### src/rtl/lcd_scan_pkg.sv
package lcd_scan_pkg;
    typedef enum logic [2:0] {
        ST_OFF,
        ST_REQ,
        ST_WAIT,
        ST_SHIFT,
        ST_LOAD
    } scan_state_e;

    localparam logic [1:0] DEPTH_COLOR8 = 2'd3;
    localparam int         NIB_W        = 4;
endpackage

### src/rtl/lcd_geom.sv
module lcd_geom
    import lcd_scan_pkg::*;
#(
    parameter int WIDTH_W  = 10,
    parameter int HEIGHT_W = 9
) (
    input  logic [1:0]          depth,
    input  logic                split,
    input  logic [WIDTH_W-1:0]  width,
    input  logic [HEIGHT_W-1:0] height,
    output logic [WIDTH_W-1:0]  row_last,
    output logic [HEIGHT_W-1:0] line_last
);
    localparam logic [WIDTH_W-1:0]  ONE_C = WIDTH_W'(1);
    localparam logic [HEIGHT_W-1:0] ONE_L = HEIGHT_W'(1);

    logic [WIDTH_W-1:0]  units;
    logic [HEIGHT_W-1:0] lines;

    always_comb begin
        if (depth == DEPTH_COLOR8 && !split) begin
            units = WIDTH_W'((width >> 3) * 3);
        end else begin
            units = width >> 2;
        end
        lines     = split ? (height >> 1) : height;
        row_last  = units - ONE_C;
        line_last = lines - ONE_L;
    end
endmodule

### src/rtl/lcd_addr_walker.sv
module lcd_addr_walker #(
    parameter int ADDR_W = 16
) (
    input  logic              clk,
    input  logic              rst_n,
    input  logic              restart,
    input  logic              step,
    input  logic [ADDR_W-1:0] base,
    input  logic [ADDR_W-1:0] end_addr,
    output logic [ADDR_W-1:0] addr
);
    typedef struct packed {
        logic [ADDR_W-1:0] addr;
    } walk_t;

    walk_t             walk_d, walk_q;
    logic [ADDR_W-1:0] next_addr;

    always_comb begin
        walk_d    = walk_q;
        next_addr = walk_q.addr + ADDR_W'(1);
        if (restart) begin
            walk_d.addr = base;
        end else if (step) begin
            walk_d.addr = (next_addr >= end_addr) ? base : next_addr;
        end
    end

    always_ff @(posedge clk or negedge rst_n) begin
        if (!rst_n) walk_q <= '0;
        else        walk_q <= walk_d;
    end

    assign addr = walk_q.addr;
endmodule

### src/rtl/lcd_scan_seq.sv
module lcd_scan_seq
    import lcd_scan_pkg::*;
#(
    parameter int WORD_W   = 16,
    parameter int WIDTH_W  = 10,
    parameter int HEIGHT_W = 9
) (
    input  logic                clk,
    input  logic                rst_n,
    input  logic                run_ok,
    input  logic                freeze,
    input  logic [WIDTH_W-1:0]  row_last,
    input  logic [HEIGHT_W-1:0] line_last,
    input  logic                rd_valid,
    input  logic [WORD_W-1:0]   rd_data,
    output logic                rd_req,
    output logic                walk_restart,
    output logic                walk_step,
    output logic [NIB_W-1:0]    nib_out,
    output logic                nib_valid,
    output logic                line_load,
    output logic                frame,
    output logic                df
);
    localparam int NIBS      = WORD_W / NIB_W;
    localparam int NIB_IDX_W = $clog2(NIBS);
    localparam logic [NIB_IDX_W-1:0] NIB_LAST = NIB_IDX_W'(NIBS - 1);

    typedef struct packed {
        scan_state_e          st;
        logic [NIB_IDX_W-1:0] nib;
        logic [WIDTH_W-1:0]   col;
        logic [HEIGHT_W-1:0]  row;
        logic [WORD_W-1:0]    buf_w;
        logic                 df;
    } seq_t;

    seq_t seq_d, seq_q;

    always_comb begin
        seq_d        = seq_q;
        walk_restart = 1'b0;
        walk_step    = 1'b0;
        if (!run_ok) begin
            seq_d.st = ST_OFF;
        end else begin
            unique case (seq_q.st)
                ST_OFF: begin
                    if (!freeze) begin
                        walk_restart = 1'b1;
                        seq_d.row    = '0;
                        seq_d.col    = '0;
                        seq_d.nib    = '0;
                        seq_d.st     = ST_REQ;
                    end
                end
                ST_REQ: begin
                    walk_step = 1'b1;
                    seq_d.st  = ST_WAIT;
                end
                ST_WAIT: begin
                    if (rd_valid) begin
                        seq_d.buf_w = rd_data;
                        seq_d.nib   = '0;
                        seq_d.st    = ST_SHIFT;
                    end
                end
                ST_SHIFT: begin
                    seq_d.nib = seq_q.nib + NIB_IDX_W'(1);
                    if (seq_q.col == row_last) begin
                        seq_d.col = '0;
                        seq_d.st  = ST_LOAD;
                    end else begin
                        seq_d.col = seq_q.col + WIDTH_W'(1);
                        if (seq_q.nib == NIB_LAST) seq_d.st = ST_REQ;
                    end
                end
                ST_LOAD: begin
                    if (seq_q.row == line_last) begin
                        seq_d.df  = ~seq_q.df;
                        seq_d.row = '0;
                        if (freeze) begin
                            seq_d.st = ST_OFF;
                        end else begin
                            walk_restart = 1'b1;
                            seq_d.nib    = '0;
                            seq_d.st     = ST_REQ;
                        end
                    end else begin
                        seq_d.row = seq_q.row + HEIGHT_W'(1);
                        seq_d.st  = (seq_q.nib == '0) ? ST_REQ : ST_SHIFT;
                    end
                end
                default: seq_d.st = ST_OFF;
            endcase
        end
    end

    always_ff @(posedge clk or negedge rst_n) begin
        if (!rst_n) begin
            seq_q    <= '0;
            seq_q.st <= ST_OFF;
        end else begin
            seq_q <= seq_d;
        end
    end

    assign rd_req    = (seq_q.st == ST_REQ);
    assign nib_valid = (seq_q.st == ST_SHIFT);
    assign line_load = (seq_q.st == ST_LOAD);
    assign frame     = (seq_q.st != ST_OFF) && (seq_q.row == '0);
    assign df        = seq_q.df;
    assign nib_out   = seq_q.buf_w[{seq_q.nib, 2'b00} +: NIB_W];
endmodule

### src/rtl/lcd_scan_ctrl.sv
module lcd_scan_ctrl
    import lcd_scan_pkg::*;
#(
    parameter int ADDR_W   = 16,
    parameter int WORD_W   = 16,
    parameter int WIDTH_W  = 10,
    parameter int HEIGHT_W = 9
) (
    input  logic                clk,
    input  logic                rst_n,
    input  logic [1:0]          cfg_depth,
    input  logic                cfg_split,
    input  logic [WIDTH_W-1:0]  cfg_width,
    input  logic [HEIGHT_W-1:0] cfg_height,
    input  logic [ADDR_W-1:0]   cfg_base,
    input  logic [ADDR_W-1:0]   cfg_end,
    input  logic                cfg_enable,
    input  logic                cfg_disp_on,
    input  logic                cfg_freeze,
    input  logic                cfg_invert,
    output logic                rd_req,
    output logic [ADDR_W-1:0]   rd_addr,
    input  logic                rd_valid,
    input  logic [WORD_W-1:0]   rd_data,
    output logic [3:0]          vdat,
    output logic                vdat_valid,
    output logic                lcd_frame,
    output logic                lcd_load,
    output logic                lcd_df
);
    logic [WIDTH_W-1:0]  row_last;
    logic [HEIGHT_W-1:0] line_last;
    logic                walk_restart;
    logic                walk_step;
    logic [NIB_W-1:0]    nib;
    logic                nib_valid;

    lcd_geom #(.WIDTH_W(WIDTH_W), .HEIGHT_W(HEIGHT_W)) u_geom (
        .depth     (cfg_depth),
        .split     (cfg_split),
        .width     (cfg_width),
        .height    (cfg_height),
        .row_last  (row_last),
        .line_last (line_last)
    );

    lcd_addr_walker #(.ADDR_W(ADDR_W)) u_walk (
        .clk      (clk),
        .rst_n    (rst_n),
        .restart  (walk_restart),
        .step     (walk_step),
        .base     (cfg_base),
        .end_addr (cfg_end),
        .addr     (rd_addr)
    );

    lcd_scan_seq #(.WORD_W(WORD_W), .WIDTH_W(WIDTH_W), .HEIGHT_W(HEIGHT_W)) u_seq (
        .clk          (clk),
        .rst_n        (rst_n),
        .run_ok       (cfg_enable && cfg_disp_on),
        .freeze       (cfg_freeze),
        .row_last     (row_last),
        .line_last    (line_last),
        .rd_valid     (rd_valid),
        .rd_data      (rd_data),
        .rd_req       (rd_req),
        .walk_restart (walk_restart),
        .walk_step    (walk_step),
        .nib_out      (nib),
        .nib_valid    (nib_valid),
        .line_load    (lcd_load),
        .frame        (lcd_frame),
        .df           (lcd_df)
    );

    assign vdat_valid = nib_valid;
    assign vdat       = nib_valid ? (nib ^ {NIB_W{cfg_invert}}) : '0;
endmodule

### config.mk
export PLATFORM = sky130hd
export DESIGN_NAME = lcd_scan_ctrl
export DESIGN_NICKNAME = d
export VERILOG_FILES = /design/src/rtl/lcd_scan_pkg.sv /design/src/rtl/lcd_geom.sv /design/src/rtl/lcd_addr_walker.sv /design/src/rtl/lcd_scan_seq.sv /design/src/rtl/lcd_scan_ctrl.sv
export SDC_FILE = /design/constraint.sdc
export NUM_CORES = 1
export LEC_CHECK = 0
export CAP_MARGIN = 10
export CORE_MARGIN = 1.5
export CORE_UTILIZATION = 35
export DETAILED_ROUTE_END_ITERATION = 8
export MAX_ROUTING_LAYER = met4
export PLACE_DENSITY = 0.64
export RECOVER_POWER = 50
export SYNTH_ARGS = -nofsm -noshare
export SYNTH_HDL_FRONTEND = slang
export SYNTH_HIERARCHICAL = 1
export SYNTH_SLANG_ARGS = --single-unit
export TNS_END_PERCENT = 1
### constraint.sdc
create_clock -name clk -period 5.3 [get_ports clk]
set_input_delay 1.59 -clock clk [delete_from_list [all_inputs] [get_ports clk]]
set_output_delay 1.59 -clock clk [all_outputs]
set_load 0.03 [all_outputs]
==> results.json, run 1 <==
{
  "status": "finished, violations left",
  "violations_in_the_final_reports": "max-capacitance violations, max-slew violations",
  "final_area_sq_um": 6660,
  "drv.max_cap_violation_count": 1,
  "total_die_area_sq_um": 14900,
  "ff2ff_setup_slack_ps": 1590,
  "final_hold_viol_count": 0,
  "hold-path-endpoint": "u_seq/seq_q[9]$_DFFE_PN0P_",
  "synth.top_cell.area_share_pct": 28.8,
  "buffer_ports.inserted": 99,
  "top_level_ports": 102,
  "final_core_utilization_pct": 48.1,
  "timing.critical_path.cells": "clkdlybuf4s50_1, mux2i_2, ha_2, nand2b_1, nor2_2, o21ai_2, nor4_2, buf_4, mux2i_2, xnor2_1, nand3_1, nor3_2, nor2b_1, nor3_2, nor2_1, o221ai_2, or3_4, buf_4, or4_1, nand4_1",
  "final_antenna_net_count": 0,
  "yosys.area.top_type": "dfrtp_1",
  "number_of_global_route_vias_before_repair": 4401,
  "critical_path.endpoint_type": "flip-flop",
  "timing.critical_path.from_type": "primary input",
  "place_hpwl_mm": 9.60,
  "synth_nets": 667,
  "standard_cell_rows": 43,
  "hold-path-cell-count": 1,
  "timing.critical_path.max_delay_family": "simple AND/OR/NAND/NOR gates",
  "worst_hold_path_type": "flip-flop to flip-flop",
  "ys.flop_type": "dfrtp_1",
  "regToRegStartpoint": "u_walk/addr[0]$_DFFE_PN0P_",
  "grt_setup_unrepaired": "false",
  "worst_r2r_path_depth": 14,
  "die_h_um": 122,
  "cts-root-to-sink-buffers": 2,
  "placeableCoreArea_sq_um": 13800,
  "final_max_slew_viol_count": 41,
  "top_signal_layer_used": "met4",
  "vias_per_cell": 5.25,
  "postRouteWirelength_mm": 12.4,
  "critical_path_arrival_ps": 5330,
  "initial_core_util_pct": 35.8,
  "drt_iter0_markers": 315,
  "num-nets-final": 784,
  "cts_tree": "built",
  "cts_root_buffer": "clkbuf_16",
  "ys_async_sr_fraction_pct": 100,
  "grt_max_degree": 41,
  "critPathSlowestCell": "or4_1",
  "leakagePower_nw": 2.90,
  "met1_length_mm": 5.72,
  "clkTransAtPathRegs_ps": 50,
  "grt_antenna_before_repair": 0,
  "cts_max_level": 3,
  "route.detailed.drc": 0,
  "register_bit_total_from_synthesis": 57,
  "clock.fmax_ghz": 0.197,
  "gr-total-overflow": 0,
  "crit_path_max_incr_delay_ps": 470,
  "detailroute.wirelength.met2_mm": 6.01,
  "avgSynthCellArea_sq_um": 8.86,
  "dr_wl_met3_um": 508,
  "post-route-period-util_pct": 95.6,
  "dpl_worst_slack_ps": -395,
  "crit_path_max_fanout": 10,
  "sinks_on_the_clock_net": 57,
  "ratio_of_cells_with_drive_above_1_in_the_final_layout_pct": 15.0,
  "global_route_wire_length_before_repair_mm": 20.7,
  "synth.distinct_cells": 71,
  "timing.critical_path.buf_inv": 3,
  "groute.usage.overall_pct": 18.0,
  "synth_cells": 558,
  "yosysWarningCount": 6,
  "finalSetupViolations": 0,
  "holdCritStartpoint": "u_seq/seq_q[9]$_DFFE_PN0P_",
  "period_minus_slack_ps": 5070,
  "via_count": 4515,
  "first_pass_iters": 5,
  "synthMostInstantiatedCell": "dfrtp_1",
  "antenna_cells": 0,
  "cts-buffers-inserted": 9,
  "holdBufCountCts": 0,
  "layout_setup_ws_ps": 231,
  "number_of_flops_mapped_to_enable_cells_by_yosys": 0,
  "worstPathRequired_ps": 5560,
  "worst_pin_slew_ps": 2210,
  "route.detailed.wl_per_inst_um": 14.5,
  "synth.cells.most_frequent": "57 x dfrtp_1, 51 x nand3_1, 43 x nand2_1, 38 x inv_1, 33 x xnor2_1",
  "timing.clock.skew_ps": 4.24,
  "worst_ir_drop_vdd_mv": 0.261,
  "max_slew_margin_pct": -47.2,
  "post_dp_cell_area_sq_um": 6270,
  "yosys-top-cells-area": "dfrtp_1 29%, ha_1 7.8%, xnor2_1 5.8%",
  "pwr_density_cell_nw_per_um2": 333,
  "mappedNetlistArea_sq_um": 4950,
  "worst_setup_path_startpoint": "cfg_height[1]",
  "setup.worst_path.class": "primary input to flip-flop",
  "area_growth_syn_to_layout_pct": 34.6,
  "regToRegEndpoint": "u_walk/addr[2]$_DFFE_PN0P_",
  "die_x_um": 122,
  "share_of_the_yosys_chip_area_belonging_to_registers_pct": 28.8,
  "gp_congestion": 0.913,
  "clkLatencyLatePin_ps": 330
}
## where the power goes
group          switching (W)  total [W]  internal (W)  leakage [nW]
Combinational       0.000510   0.000957      0.000446          2.01
Sequential          0.000120   0.000626      0.000506         0.733
Clock               0.000201   0.000636      0.000435         0.162
Total               0.000832    0.00222       0.00139          2.90
## repair_timing
| item | in CTS | in global routing |
|---|---|---|
| pin swaps | 0 | 4 |
| gates resized for setup | 1 | 12 |
| endpoints found under the setup margin | 1 | 16 |
| setup buffers | 0 | 2 |
| hold endpoints to repair | 0 | 0 |
## metal layers
metal | vias to the layer above | GRT usage, %
met5 | - | -
met4 | 0 | 6.76
met3 | 16 | 1.73
met2 | 130 | 29.1
met1 | 2137 | 23.3
li1 | 2232 | -
## per-stage QoR
step                      TNS (ps)  hold slack (ps)  total power, W  cells
after floorplan                  0              475         0.00123    558
after global placement       -2260              485         0.00156    842
after detailed placement     -4170              491         0.00158    842
after CTS                        0              503         0.00223    858
after global routing             0              519         0.00237    860
final                            0              502         0.00222    860
## how the worst max path moves through the flow
| stage | endpoint | slack (ps) | cells after the start |
|---|---|---|---|
| 5_1_grt | u_walk/addr[5]$_DFFE_PN0P_ | 4 | 20 |
| 3_3_place_gp | u_walk/addr[2]$_DFFE_PN0P_ | -240 | 21 |
| 2_1_floorplan | u_walk/addr[4]$_DFFE_PN0P_ | 50 | 19 |
| 6_report | u_walk/addr[15]$_DFFE_PN0P_ | 230 | 20 |
| 3_5_place_dp | u_walk/addr[2]$_DFFE_PN0P_ | -400 | 21 |
| 4_1_cts | u_walk/addr[12]$_DFFE_PN0P_ | 40 | 20 |
## cells by family after synthesis
family,count (synthesis),share of synthesized area [%]
flops,57,28.8
xor+xnor,64,11.3
simple gates,225,25.4
fa+ha+maj,32,8.25
buf+inv,67,6.02
compound gates,80,12.0
mux,33,8.12
## worst register-to-register path: stages (launching register included)
cell and delay, ps:
dfrtp_1 420, ha_1 260, nand2_1 130, nor3_1 490, and3_1 290, xor2_1 90, ha_1 310, nand4_1 180
or3_1 430, a31oi_1 270, or3_4 200, buf_6 150, buf_4 140, o21ai_0 70, a22oi_1 200
## layout by cell type (no fill, tap or decap), drive strengths merged, types with 22 or more instances in the layout
cell type,n
xnor2,33
dfrtp,57
inv,39
clkdlybuf4s50,85
nand3,51
nor3,22
nor2,27
nand2,43
buf,34
xor2,31
ha,31
## layout make-up
class / count / area [sq um]
fill: 1286 / 7170
multi-input combinational: 434 / 3270
sequential: 57 / 1430
timing repair buffer: 134 / 1260
clock buffer: 11 / 253
tap: 180 / 225
inverter: 39 / 146
clock inverter: 5 / 77.6
## registers in the layout, indices dropped and copies added, names as in the netlist
register,cells
u_walk/addr,16
u_seq/seq_q,40
u_seq/df,1
Power figures use the tool's default switching activity.
==> run 2, diff against run 1 <==
- ABC_CLOCK_PERIOD_IN_PS: not set -> 5300
- SLEW_MARGIN: not set -> 25
==> results of run 2 <==
Final layout, timing and power as in run 1 (identical DEF).
